<file path="config.mk">
export PLATFORM = sky130hd
export DESIGN_NAME = fsk_modulator
export DESIGN_NICKNAME = d
export VERILOG_FILES = /design/src/rtl/fskmod_pkg.sv /design/src/rtl/fsk_rate_gen.sv /design/src/rtl/fsk_phase_acc.sv /design/src/rtl/fsk_sine_out.sv /design/src/rtl/fsk_ctrl.sv /design/src/rtl/fsk_modulator.sv
export SDC_FILE = /design/constraint.sdc
export NUM_CORES = 1
export LEC_CHECK = 0
export BUFFER_PORTS_ARGS = -buffer_cell sky130_fd_sc_hd__buf_2
export CELL_PAD_IN_SITES_DETAIL_PLACEMENT = 1
export CELL_PAD_IN_SITES_GLOBAL_PLACEMENT = 1
export CORE_ASPECT_RATIO = 1.5
export CORE_MARGIN = 1.5
export CORE_UTILIZATION = 35
export DETAILED_ROUTE_END_ITERATION = 10
export PLACE_DENSITY_LB_ADDON = 0.1
export SETUP_SLACK_MARGIN = 0.05
export SLEW_MARGIN = 20
export SYNTH_ARGS = -nofsm -noshare
export SYNTH_HDL_FRONTEND = slang
export SYNTH_HIERARCHICAL = 1
export SYNTH_SLANG_ARGS = --single-unit
</file>
<file path="constraint.sdc">
create_clock -name clk -period 5.5 [get_ports clk]
set_input_delay 0.275 -clock clk [delete_from_list [all_inputs] [get_ports clk]]
set_output_delay 0.275 -clock clk [all_outputs]
set_load 0.03 [all_outputs]
</file>
<file path="src/rtl/fskmod_pkg.sv">
package fskmod_pkg;

    typedef enum logic [0:0] {
        ST_PAUSE = 1'b0,
        ST_RUN   = 1'b1
    } run_state_t;

    // Rational sine approximation over a quarter table of 2**aw entries,
    // sampled at half-step centres so the mirror is exact.
    function automatic int quarter_mag(input int idx, input int aw, input int amp);
        int qn;
        int half_turn;
        int x;
        int prod;
        qn        = 1 << aw;
        half_turn = 4 * qn;
        x         = 2 * idx + 1;
        prod      = x * (half_turn - x);
        return (amp * 4 * prod) / (20 * qn * qn - prod);
    endfunction

endpackage

</file>
<file path="src/rtl/fsk_rate_gen.sv">
module fsk_rate_gen #(
    parameter int ACC_W = 32
) (
    input  logic             clk,
    input  logic             rst_n,
    input  logic             step_i,
    input  logic [ACC_W-1:0] rate_i,
    output logic             req_o
);

    logic [ACC_W-1:0] frac_q;
    logic [ACC_W:0]   sum_w;

    assign sum_w = {1'b0, frac_q} + {1'b0, rate_i};

    always_ff @(posedge clk or negedge rst_n) begin
        if (!rst_n) begin
            frac_q <= '0;
            req_o  <= 1'b0;
        end else if (step_i) begin
            frac_q <= sum_w[ACC_W-1:0];
            req_o  <= sum_w[ACC_W];
        end else begin
            req_o  <= 1'b0;
        end
    end

    // a paused edge leaves no request behind
    a_r7_req_quiet: assert property (@(posedge clk) disable iff (!rst_n)
        !step_i |=> !req_o);

    // pacing accumulator holds while paused
    a_r7_frac_hold: assert property (@(posedge clk) disable iff (!rst_n)
        !step_i |=> $stable(frac_q));

    // a zero rate never produces a request
    a_r2_zero_rate: assert property (@(posedge clk) disable iff (!rst_n)
        (rate_i == '0) |=> !req_o);

endmodule

</file>
<file path="src/rtl/fsk_phase_acc.sv">
module fsk_phase_acc #(
    parameter int PHASE_W = 32
) (
    input  logic               clk,
    input  logic               rst_n,
    input  logic               step_i,
    input  logic               mark_i,
    input  logic [PHASE_W-1:0] carrier_i,
    input  logic [PHASE_W-1:0] dev_i,
    output logic [PHASE_W-1:0] phase_o
);

    logic [PHASE_W-1:0] incr_w;

    always_comb begin
        if (mark_i) incr_w = carrier_i + dev_i;
        else        incr_w = carrier_i - dev_i;
    end

    always_ff @(posedge clk or negedge rst_n) begin
        if (!rst_n)      phase_o <= '0;
        else if (step_i) phase_o <= phase_o + incr_w;
    end

    // phase is kept across a pause
    a_r7_phase_hold: assert property (@(posedge clk) disable iff (!rst_n)
        !step_i |=> $stable(phase_o));

    // mark and space steps differ by twice the deviation
    a_r4_step_size: assert property (@(posedge clk) disable iff (!rst_n)
        (step_i && mark_i && $stable(carrier_i) && $stable(dev_i) && $past(step_i) && !$past(mark_i))
        |=> (phase_o - $past(phase_o)) == ($past(phase_o) - $past(phase_o, 2)) + 2 * $past(dev_i));

endmodule

</file>
<file path="src/rtl/fsk_sine_out.sv">
module fsk_sine_out #(
    parameter int LUT_AW = 6,
    parameter int OUT_W  = 12
) (
    input  logic                    clk,
    input  logic                    rst_n,
    input  logic                    step_i,
    input  logic [LUT_AW+1:0]       phase_top_i,
    output logic signed [OUT_W-1:0] sample_o
);

    localparam int QN    = 1 << LUT_AW;
    localparam int MAG_W = OUT_W - 1;
    localparam int AMP   = (1 << MAG_W) - 1;

    logic [MAG_W-1:0] mag_tab [QN];

    for (genvar g = 0; g < QN; g++) begin : g_tab
        assign mag_tab[g] = MAG_W'(fskmod_pkg::quarter_mag(g, LUT_AW, AMP));
    end

    logic [1:0]              quad_w;
    logic [LUT_AW-1:0]       idx_w;
    logic [MAG_W-1:0]        mag_w;
    logic signed [OUT_W-1:0] mag_s;
    logic signed [OUT_W-1:0] val_w;

    always_comb begin
        quad_w = phase_top_i[LUT_AW+1:LUT_AW];
        idx_w  = quad_w[0] ? ~phase_top_i[LUT_AW-1:0] : phase_top_i[LUT_AW-1:0];
        mag_w  = mag_tab[idx_w];
        mag_s  = signed'({1'b0, mag_w});
        val_w  = quad_w[1] ? -mag_s : mag_s;
    end

    always_ff @(posedge clk or negedge rst_n) begin
        if (!rst_n)      sample_o <= '0;
        else if (step_i) sample_o <= val_w;
        else             sample_o <= '0;
    end

    // paused edge drives zero
    a_r7_zero_out: assert property (@(posedge clk) disable iff (!rst_n)
        !step_i |=> sample_o == '0);

    // the most negative code never appears
    a_r8_no_min: assert property (@(posedge clk) disable iff (!rst_n)
        sample_o != {1'b1, {(OUT_W-1){1'b0}}});

    // upper half-turn yields non-positive samples
    a_r6_sign: assert property (@(posedge clk) disable iff (!rst_n)
        (step_i && phase_top_i[LUT_AW+1]) |=> sample_o <= 0);

endmodule

</file>
<file path="src/rtl/fsk_ctrl.sv">
module fsk_ctrl (
    input  logic clk,
    input  logic rst_n,
    input  logic enable_i,
    input  logic req_i,
    input  logic bit_valid_i,
    input  logic bit_i,
    output logic step_o,
    output logic cur_bit_o
);

    import fskmod_pkg::*;

    run_state_t state_q;
    run_state_t state_n;
    logic       take_w;

    always_ff @(posedge clk or negedge rst_n) begin
        if (!rst_n) state_q <= ST_PAUSE;
        else        state_q <= state_n;
    end

    always_comb begin
        state_n = state_q;
        unique case (state_q)
            ST_PAUSE: if (enable_i)  state_n = ST_RUN;
            ST_RUN:   if (!enable_i) state_n = ST_PAUSE;
            default:  state_n = ST_PAUSE;
        endcase
    end

    always_comb begin
        step_o = enable_i;
        take_w = 1'b0;
        unique case (state_q)
            ST_PAUSE: take_w = 1'b0;
            ST_RUN:   take_w = enable_i & req_i & bit_valid_i;
            default:  take_w = 1'b0;
        endcase
    end

    always_ff @(posedge clk or negedge rst_n) begin
        if (!rst_n)      cur_bit_o <= 1'b0;
        else if (take_w) cur_bit_o <= bit_i;
    end

    // bit is held unless a request meets a valid bit
    a_r3_bit_hold: assert property (@(posedge clk) disable iff (!rst_n)
        !(enable_i && req_i && bit_valid_i) |=> $stable(cur_bit_o));

    // an accepted bit is the one offered
    a_r3_bit_take: assert property (@(posedge clk) disable iff (!rst_n)
        (enable_i && req_i && bit_valid_i) |=> cur_bit_o == $past(bit_i));

endmodule

</file>
<file path="src/rtl/fsk_modulator.sv">
module fsk_modulator #(
    parameter int PHASE_W = 32,
    parameter int ACC_W   = 32,
    parameter int LUT_AW  = 6,
    parameter int OUT_W   = 12
) (
    input  logic                    clk,
    input  logic                    rst_n,
    input  logic                    enable,
    input  logic [PHASE_W-1:0]      carrier_word,
    input  logic [PHASE_W-1:0]      deviation_word,
    input  logic [ACC_W-1:0]        rate_word,
    input  logic                    data_bit,
    input  logic                    data_valid,
    output logic                    bit_req,
    output logic signed [OUT_W-1:0] sample
);

    localparam int TOP_W = LUT_AW + 2;

    logic               step_w;
    logic               cur_bit_w;
    logic [PHASE_W-1:0] phase_w;

    fsk_ctrl u_ctrl (
        .clk         (clk),
        .rst_n       (rst_n),
        .enable_i    (enable),
        .req_i       (bit_req),
        .bit_valid_i (data_valid),
        .bit_i       (data_bit),
        .step_o      (step_w),
        .cur_bit_o   (cur_bit_w)
    );

    fsk_rate_gen #(.ACC_W(ACC_W)) u_rate (
        .clk    (clk),
        .rst_n  (rst_n),
        .step_i (step_w),
        .rate_i (rate_word),
        .req_o  (bit_req)
    );

    fsk_phase_acc #(.PHASE_W(PHASE_W)) u_phase (
        .clk       (clk),
        .rst_n     (rst_n),
        .step_i    (step_w),
        .mark_i    (cur_bit_w),
        .carrier_i (carrier_word),
        .dev_i     (deviation_word),
        .phase_o   (phase_w)
    );

    fsk_sine_out #(.LUT_AW(LUT_AW), .OUT_W(OUT_W)) u_sine (
        .clk         (clk),
        .rst_n       (rst_n),
        .step_i      (step_w),
        .phase_top_i (phase_w[PHASE_W-1 -: TOP_W]),
        .sample_o    (sample)
    );

    // reset output state seen on the first edge after release
    a_r1_quiet_after_reset: assert property (@(posedge clk)
        !rst_n |=> (bit_req == 1'b0 || rst_n));

endmodule

</file>
; Yosys cells after proc, flatten, opt, wreduce, memory -nomap -nowiden
; Memories as Yosys holds them, arrays and structs flattened.
; Index checks and enable logic that the tools add are counted.
[classes]
mux = 9
n_lt_le_gt_ge = 1
add_sub_neg = 5
bitwise = 5
[ops]
columns = operator, n
row1 = adder 32 bit, 2
row2 = adder 32 x 32 -> 33 bit, 1
row3 = 2-to-1 mux 32 bit, 1
row4 = subtractor 32 bit, 1
row5 = 2-to-1 mux 12 bit, 2
row6 = 2-to-1 mux 11 bit, 2
row7 = negation 11 -> 12 bit, 1
row8 = ">= comparator 7 bit, second input constant", 1
row9 = NOT 6 -> 7 bit, 1
row10 = 2-to-1 mux 6 bit, 1
row11 = NOT 6 bit, 1
row12 = AND 1 bit, 2
row13 = 2-to-1 mux 1 bit, 2
row14 = one-hot mux 1 bit (2 select lines), 1
row15 = NOT 1 bit, 1
[totals]
wordCells = 27
romBits = 704
in_bits = 101
memories = 1
reg_bits = 79
[mem_list]
columns = name, words, word_bits, rd, rd_ports_with_merged_regs, wr, line
row1 = (name not given), 64, 11, 1, 0, 0, fsk_sine_out.sv:31  ; mag_w = mag_tab[idx_w];

; Longest topological paths before layout
; Gate-level depths: netlist of the first run.
[logic_depth]
depth_word = 9
ltp_mapped = 25
depth_no_buf = 25

; Hierarchy
; Netlist of the first run, hierarchy kept.
[modules_own_cells]
columns = module, area_per_inst_um2, n_inst, cells_per_inst, seq_area_each_um2
row1 = fsk_phase_acc, 5014.8, 1, 621, 800.8
row2 = fsk_rate_gen, 3131.8, 1, 353, 825.8
row3 = fsk_sine_out, 2919.0, 1, 418, 300.3
row4 = fsk_ctrl, 75.1, 1, 5, 50.0

; Least setup slack after synthesis of the first run
; Ideal clock, no wire load.
[synth_path]
path_type = input port to flip-flop
start = input port deviation_word[5]
end = register u_phase.phase_o[31]
t_required_ns = 5.360
stages = 24
setup_slack_ns = 0.308
arrival_ns = 5.052
path_buffers = 1
setup_ns = 0.140
path_cell_list = or4_1 nor3_2 and3b_1 buf_2 a21oi_1 xor2_1 ha_1 nand3_1 or3_1 a21oi_1 o31ai_1 o211ai_1 nand2_1 nand2_1 xor2_1 ha_1 a21o_1 a21oi_1 o21ai_0 or3_1 o21ai_1 nor4b_1 a2111oi_1 nand4_1
[synth_via]
elab_chain_len = 3
elab_cells_between_ends = 4
cone_classes = add/sub: 3 / mux: 1
[synth_lines]
columns = element, line
row1 = "start, declared", fsk_modulator.sv:11  ; input logic [PHASE_W-1:0] deviation_word,
row2 = subtractor 32 bit / adder 32 bit (equally long branches), "fsk_phase_acc.sv:17, fsk_phase_acc.sv:16"
row3 = 2-to-1 mux 32 bit (*), fsk_phase_acc.sv:16  ; if (mark_i) incr_w = carrier_i + dev_i;
row4 = adder 32 bit (*), fsk_phase_acc.sv:22  ; else if (step_i) phase_o <= phase_o + incr_w;
row5 = "end signal, assigned", fsk_phase_acc.sv:22
row6 = "end, declared", fsk_phase_acc.sv:10  ; output logic [PHASE_W-1:0] phase_o
; Mark *: on every way between the ends. The rest lies on a longest branch, timed or not.
; A chain may end at the register's enable or synchronous reset.

; Final worst setup path of the first run
; Same ends and word-level chain as after synthesis.

==> results of run 1 <==
worst max-delay path, cell delays in order:
cell and delay, ns:
buf_2 0.10, or4_1 0.55, nor3_2 0.18, and3b_1 0.27
a21oi_1 0.10, xor2_1 0.15, ha_1 0.30, nand3_1 0.10
or3_1 0.41, a21oi_2 0.14, o31ai_1 0.09, buf_4 0.15
o211ai_1 0.17, buf_4 0.16, nand2_1 0.06, nand2_1 0.08
xor2_1 0.15, ha_1 0.26, a21o_1 0.19, a21oi_1 0.19
o21ai_1 0.11, or3_1 0.40, o21ai_4 0.22, and4bb_1 0.21
nor4_1 0.21, nand4_1 0.15
layout by cell type, fill, tap and decap left out, types with 49 or more instances in the layout:
cell	count
dfrtp_1	77
buf_2	111
nor2_1	102
xnor2_1	58
nand2_1	107
buf_4	115
o21ai_0	60
xor2_1	56
mux2_2	49
a21oi_1	129
ha_1	108
a21o_1	52
cell families after synthesis:
group / synth area share
simple gates: 0.219
flops: 0.177
fa+ha+maj: 0.127
xor+xnor: 0.0896
compound gates: 0.281
buf+inv: 0.0482
mux: 0.0573
area by class of cell:
cell class / instances / area, sq um
sequential: 79 / 1980
timing repair buffer: 227 / 1430
inverter: 43 / 161
clock inverter: 6 / 68.8
tap: 405 / 507
clock buffer: 10 / 229
multi-input combinational: 1206 / 8700
fill: 3838 / 18100
per-layer routing:
layer | part of all wire | GRT usage
met1 | 0.40 | 0.252
met2 | 0.54 | 0.442
met3 | 0.024 | 0.0202
met4 | 0.034 | 0.0952
met5 | 0 | 0
state kept, by name, summed over array words and instances (netlist names):
register,flops
u_rate/frac_q,32
u_sine/sample_o,12
u_ctrl/state_q,1
u_phase/phase_o,32
u_rate/req_o,1
u_ctrl/cur_bit_o,1
worst max path at each step:
stage / from / end / cells after the start / slack, ns
2_1_floorplan: deviation_word[5] / u_phase/phase_o[31] / 24 / 0.31
3_3_place_gp: deviation_word[5] / u_phase/phase_o[31] / 26 / -0.14
3_5_place_dp: deviation_word[5] / u_phase/phase_o[31] / 25 / -0.36
4_1_cts: deviation_word[5] / u_phase/phase_o[31] / 25 / 0.13
5_1_grt: deviation_word[5] / u_phase/phase_o[31] / 28 / 0.001
6_report: deviation_word[5] / u_phase/phase_o[31] / 26 / 0.33
stage by stage:
step	setup TNS, ns	instances
after global routing	0	1976
final	0	1976
after CTS	0	1973
after global placement	-0.147	1956
after floorplan	0	1397
after detailed placement	-0.581	1956
what timing repair did:
item	in CTS	in global routing
gates resized for setup	1	25
endpoints found under the hold margin	35	0
buffers inserted	0	3
cloned	0	0
hold buffers	1	0
pin swaps	0	5
endpoints found under the setup margin	1	6
==> run_results.csv, run 1 <==
group,metric,value,unit
status,outcome,"complete, no violations",
cts,clkSlewWorstSetupHoldPaths,0.07,ns
worst_setup_path,end_kind,"flop",
drt,wl_per_cell,19.1,um
synthesis,synth_edf_count,0,
drt,vias,11300,
global_route,track_usage,0.230,
global_route,grt_pass1_vias,11800,
worst_setup_path,startpoint_type,"primary input",
floorplanning,die_x,149,um
worst_hold_path,worstHoldEndpoint,"u_ctrl/cur_bit_o",
cts,h-tree-depth,3,
layout,antenna_cells,0,
drt,viasPerCell,5.71,
global_route,grt_max_degree,65,
layout,synthToLayoutAreaGrowth,17.4,%
floorplanning,fp.coreArea,31100,sq um
synthesis,synth_common_cells,"a21oi_1, ha_1, nand2_1, nor2_1, dfrtp_1",
cts,clock-sinks,79,
timing,hold_viol,0,
timing,tightest_slew,0.929,ns
cts,cts-root-buf,"clkbuf_16",
layout,final_util,0.420,
synthesis,synth.most_common_cell,"a21oi_1",
layout,final_cell_area,13100,sq um
timing,grt_setup_unrepaired,"yes",
worst_hold_path,holdCritStartpoint,"data_bit",
synthesis,avgSynthCellArea,7.97,sq um
synthesis,synthTopCellsByArea,"dfrtp_1, ha_1, a21oi_1",
worst_setup_path,timing.rr.start,"u_ctrl/cur_bit_o",
global_route,grt_overflow,0,
placed_design,dpl_cell_area,12700,sq um
drt,postRouteAntennaNets,0,
global_route,antenna_found_initial,0,
timing,fin_crit,5.17,ns
worst_hold_path,min_path_type,"in2reg",
floorplanning,num_io_pins,114,
worst_setup_path,r2r-end,"u_phase/phase_o[23]",
synthesis,yosys_warnings,6,
synthesis,postSynthCellCount,1397,
drt,drt_iter0_drc,493,
synthesis,ys_types,105,
timing,finalSetupViolations,0,
flow_run,maxCapViolCount,0,
worst_hold_path,min_delay_path_depth,2,
worst_setup_path,crit_type,"in2reg",
worst_setup_path,worstPathRequired,5.71,ns
drt,drt_drc_violations_left,0,
placed_design,portBuffers,113,
synthesis,synth_seq_cells,79,
synthesis,synth.top_cell.area_share,0.177,
placed_design,post-place-ws,-0.359,ns
timing,relSlewSlack,0.381,
drt,first_pass_iters,5,
worst_setup_path,reg2reg_depth,22,
cts,cts_buffers,9,
synthesis,syn_area,11100,sq um
synthesis,yosys.area.top_type,"dfrtp_1",
cts,cts_buffer_depth,2,
timing,fmax,193,MHz
synthesis,ys.flop_type,"dfrtp_1",
timing,finalCritPeriodShare,0.940,
floorplanning,rows,79,
layout,fin_nets,1778,
timing,fin_skew,0.0168,ns
timing,drv_slew,0,
synthesis,ys_seq_area_frac,0.177,
floorplanning,die_area,32900,sq um
placed_design,gp_congestion,0.928,
worst_setup_path,crit_arrival,5.38,ns
cts,clk_latency,0.37,ns
cts,cts_tree,"done",
worst_setup_path,rrSetupSlack,0.34,ns
placed_design,hpwlAfterDp,30.0,mm
worst_setup_path,cp_max_fo,6,
layout,drive_gt1_frac,0.227,
synthesis,syn_nets,1609,
global_route,grt_pass1_wl,60.8,mm
timing,timing.hold.ws,0.126,ns
synthesis,async_flop_share,1.00,
timing,fin_ws,0.331,ns
drt,wirelength,37.8,mm
floorplanning,chipHeight,222,um
floorplanning,start_util,0.358,
Power of run 1 is left out: the tool's default activity adds up to more than one toggle a clock period on the data nets, which glitch-free logic cannot reach.
==> run 2: changes to the inputs <==
- REMOVE_ABC_BUFFERS: default -> 1
==> run_results.csv, run 2 (synthesized netlist as in run 1, its figures left out) <==
group,metric,value,unit
timing,tightest_slew,0.978,ns
layout,layout_commonest_cell,"buf_4",
cts,clock-sinks,79,
timing,finalSetupViolations,0,
layout,antenna_cells,0,
drt,vias,11300,
drt,viasPerCell,5.68,
timing,finalCritPeriodShare,0.951,
placed_design,dp_cells,1973,
floorplanning,die_x,149,um
floorplanning,chipHeight,222,um
cts,h-tree-depth,3,
layout,mostFrequentLayoutCells,"buf_4, a21oi_1, buf_2, ha_1, nand2_1",
worst_setup_path,worstPathRequired,5.79,ns
worst_setup_path,cp_slowest_cell,"or4_4",
worst_setup_path,end_kind,"flop",
worst_hold_path,min_path_type,"in2reg",
floorplanning,rows,79,
floorplanning,num_io_pins,114,
layout,top_regs,"u_phase/phase_o x32, u_rate/frac_q x32, u_sine/sample_o x12",
timing,drv_slew,0,
placed_design,gp_congestion,0.873,
layout,fin_nets,1794,
timing,hold_viol,0,
layout,synthToLayoutAreaGrowth,19.1,%
timing,setup_tns,0,ns
status,outcome,"complete, no violations",
cts,clk_latency,0.37,ns
cts,cts_buffer_depth,2,
drt,postRouteAntennaNets,0,
floorplanning,die_area,32900,sq um
worst_setup_path,startpoint_type,"primary input",
drt,wirelength,36.9,mm
flow_run,maxCapViolCount,0,
worst_setup_path,crit_type,"in2reg",
worst_setup_path,cp_max_fo,6,
floorplanning,start_util,0.358,
layout,final_cells,1992,
drt,first_pass_iters,5,
global_route,grt_pass1_vias,11800,
drt,drt_drc_violations_left,0,
worst_setup_path,crit_top_cell,"nand2_1",
drt,wl_per_cell,18.5,um
timing,fmax,191,MHz
global_route,grt_overflow,0,
placed_design,portBuffers,113,
timing,relSlewSlack,0.348,
timing,fin_crit,5.23,ns
floorplanning,fp.coreArea,31100,sq um
worst_setup_path,critPathMaxStageDelay,0.55,ns
cts,cts-root-buf,"clkbuf_16",
worst_setup_path,crit_arrival,5.52,ns
global_route,grt_pass1_wl,59.6,mm
timing,grt_setup_unrepaired,"yes",
placed_design,hpwlAfterDp,29.5,mm
global_route,grt_max_degree,68,
cts,clkSlewWorstSetupHoldPaths,0.07,ns
cts,cts_tree,"done",
global_route,track_usage,0.226,
timing,fin_skew,0.0156,ns
cts,cts_buffers,9,
global_route,antenna_found_initial,0,
drt,drt_iter0_drc,389,
layout,drive_gt1_frac,0.239,
layout,final_util,0.426,
run 2: changes by cell type in the layout (fill, tap and decap cells not counted), sizes merged:
cell / before / now
buf: 226 / 242
clkbuf: 10 / 9
clkinvlp: 1 / 2
inv: 43 / 45
clkinv: 4 / 2
run 2: layer usage:
layer  part of all wire  GRT usage
met1               0.41      0.252
met2               0.53      0.423
met3              0.024     0.0187
met4              0.043      0.110
met5                  0          0
run 2: final timing paths:
kind,startpoint,to,slack (ns),cells after the start
worst max-delay path,deviation_word[5],u_phase/phase_o[31],0.27,29
worst min-delay path,data_bit,u_ctrl/cur_bit_o,0.15,2
worst max register to register,u_ctrl/cur_bit_o,u_phase/phase_o[31],0.42,24
worst min register to register,u_rate/frac_q[19],u_rate/frac_q[19],0.49,2
max in group asynchronous,rst_n,u_phase/phase_o[27],3.99,3
min in group asynchronous,rst_n,u_rate/frac_q[0],0.28,2
run 2: per-stage QoR:
step	worst slack [ns]	hold slack, ns	cell area, sq um
2_1_floorplan	0.297	-0.0206	10800
3_3_place_gp	-0.297	0.134	12800
3_5_place_dp	-0.375	0.137	12800
4_1_cts	0.118	0.134	13100
5_1_grt	-0.100	0.148	13300
6_report	0.268	0.147	13300
run 2: critical path: cells and delay by family:
kind	cells	cell delay (ns)
AND/OR/NAND/NOR	10	2.10
adder cells (fa/ha/maj)	2	0.59
XOR/XNOR	2	0.31
AO/OA/AOI/OAI	10	1.55
buffers and inverters	5	0.69
run 2: layout make-up:
class                      instances  area [sq um]
clock buffer                       9           225
clock inverter                     7          78.8
multi-input combinational       1206          8750
inverter                          43           161
timing repair buffer             243          1570
tap                              405           507
sequential                        79          1980
fill                            3869         17900
run 2: what timing repair did:
| action | CTS | global route |
|---|---|---|
| hold buffers | 1 | 0 |
| setup endpoints to repair | 1 | 6 |
| pin swaps | 0 | 14 |
| endpoints found under the hold margin | 12 | 0 |
| buffers inserted | 0 | 2 |
| resized for setup | 2 | 35 |
Power of run 2 is left out for the same reason.
==> run 3: changes to the inputs <==
- CORE_MARGIN: 1.5 -> default
- clock period: 5.5 -> 6.2 ns (I/O delays scaled with it)
==> run_results.csv, run 3 (synthesized netlist as in run 1, its figures left out) <==
group,metric,value,unit
timing,finalCritPeriodShare,0.908,
drt,first_pass_iters,5,
layout,top_regs,"u_phase/phase_o x32, u_rate/frac_q x32, u_sine/sample_o x12",
layout,layout_commonest_cell,"a21oi_1",
worst_setup_path,worstPathRequired,6.44,ns
placed_design,hpwlAfterDp,28.2,mm
timing,hold_viol,0,
timing,finalSetupViolations,0,
timing,setup_tns,0,ns
timing,tightest_slew,0.896,ns
worst_setup_path,cp_max_fo,6,
flow_run,maxCapViolCount,0,
layout,mostFrequentLayoutCells,"a21oi_1, buf_2, ha_1, nand2_1, nor2_1",
drt,vias,11000,
global_route,antenna_found_initial,0,
drt,wirelength,35.9,mm
cts,clock-sinks,79,
cts,cts-root-buf,"clkbuf_16",
timing,relSlewSlack,0.394,
floorplanning,fp.coreArea,31100,sq um
cts,h-tree-depth,3,
cts,clkSlewWorstSetupHoldPaths,0.07,ns
global_route,track_usage,0.223,
cts,postCtsSetupBuffers,0,
floorplanning,die_area,32600,sq um
placed_design,portBuffers,113,
global_route,grt_max_degree,65,
drt,viasPerCell,5.80,
global_route,grt_pass1_wl,57.7,mm
layout,fillCellCount,3841,
timing,drv_slew,0,
floorplanning,num_io_pins,114,
worst_hold_path,min_path_type,"in2reg",
floorplanning,die_x,148,um
layout,antenna_cells,0,
worst_setup_path,crit_type,"in2reg",
drt,postRouteAntennaNets,0,
status,outcome,"complete, no violations",
timing,fin_skew,0.0123,ns
layout,fin_nets,1693,
layout,multi_input_area,8630,sq um
layout,synthToLayoutAreaGrowth,11.1,%
timing,fmax,178,MHz
global_route,grt_pass1_vias,11300,
floorplanning,start_util,0.358,
drt,drt_drc_violations_left,0,
floorplanning,rows,79,
cts,cts_buffer_depth,2,
cts,clk_latency,0.37,ns
worst_setup_path,end_kind,"flop",
floorplanning,chipHeight,221,um
cts,cts_buffers,9,
timing,fin_crit,5.63,ns
layout,seqCellArea,1980,sq um
timing,grt_setup_unrepaired,"no",
global_route,grt_overflow,0,
worst_setup_path,crit_arrival,5.87,ns
worst_setup_path,startpoint_type,"primary input",
cts,cts_tree,"done",
drt,wl_per_cell,19.0,um
layout,drive_gt1_frac,0.172,
drt,drt_iter0_drc,468,
placed_design,gp_congestion,0.924,
==> run 3: cell types whose count changed in the layout (fill, tap and decap cells not counted), moves of 2 or more <==
cell	previous run	this run
a2111oi_2	4	2
a21oi_1	127	138
a21oi_2	17	6
o21ai_1	25	17
buf_4	129	30
clkinvlp_4	2	0
o21ai_0	59	67
==> run 3: worst max-delay path, stage by stage <==
cell      delay (ns)
buf_2           0.13
or4_1           0.56
nor3_2          0.19
nand2_1         0.08
nor2_1          0.09
buf_4           0.14
a21oi_1         0.08
xor2_1          0.17
ha_1            0.32
a21oi_1         0.20
and2b_1         0.22
nor2_1          0.09
nand2_1         0.06
a21oi_1         0.23
nand3b_1        0.23
nor2_1          0.07
nor2_1          0.11
xnor2_1         0.15
ha_1            0.33
a21oi_1         0.28
nand2_1         0.09
a221oi_1        0.47
a21oi_1         0.22
o21ai_0         0.25
a21boi_0        0.19
or4_1           0.49
o311ai_0        0.10
==> run 3: routing by layer <==
layer	GRT usage	wire [um]	vias to the layer above
met2	0.434	19200	206
li1	-	-	5351
met4	0.0869	988	0
met1	0.245	14800	5362
met5	0	0	-
met3	0.0249	956	54
==> run 3: layout make-up <==
class,instances,area share
multi-input combinational,1206,0.698
inverter,43,0.0130
timing repair buffer,142,0.0639
sequential,79,0.160
clock inverter,6,0.00536
tap,405,0.0410
clock buffer,10,0.0193
==> run 3: metrics by stage <==
stage,hold slack [ns],instance area (sq um),worst slack (ns),utilization,cells
final,0.221,12400,0.570,0.397,1891
after global routing,0.218,12400,0.147,0.397,1891
after CTS,0.219,12400,0.451,0.397,1891
after detailed placement,0.202,12100,0.0785,0.387,1874
after global placement,0.199,12100,0.259,0.387,1874
after floorplan,0.0144,10800,0.962,-,1328
==> run 3: worst paths after layout <==
path                                         from  slack [ns]  cells past startpoint             endpoint
min in group asynchronous                   rst_n        0.36                      2   u_phase/phase_o[0]
worst min register to register  u_rate/frac_q[31]        0.50                      2    u_rate/frac_q[31]
max in group asynchronous                   rst_n        4.66                      3  u_phase/phase_o[27]
worst max register to register   u_ctrl/cur_bit_o        0.62                     21  u_phase/phase_o[29]
worst min-delay path                     data_bit        0.22                      2     u_ctrl/cur_bit_o
worst max-delay path            deviation_word[3]        0.57                     27  u_phase/phase_o[29]
==> run 3: timing repair <==
item                                   4_1_cts  5_1_grt
endpoints found under the hold margin       17        0
setup endpoints to repair                    0        1
hold buffers                                 1        0
resized for setup                            0        1
Power of run 3 is left out for the same reason.
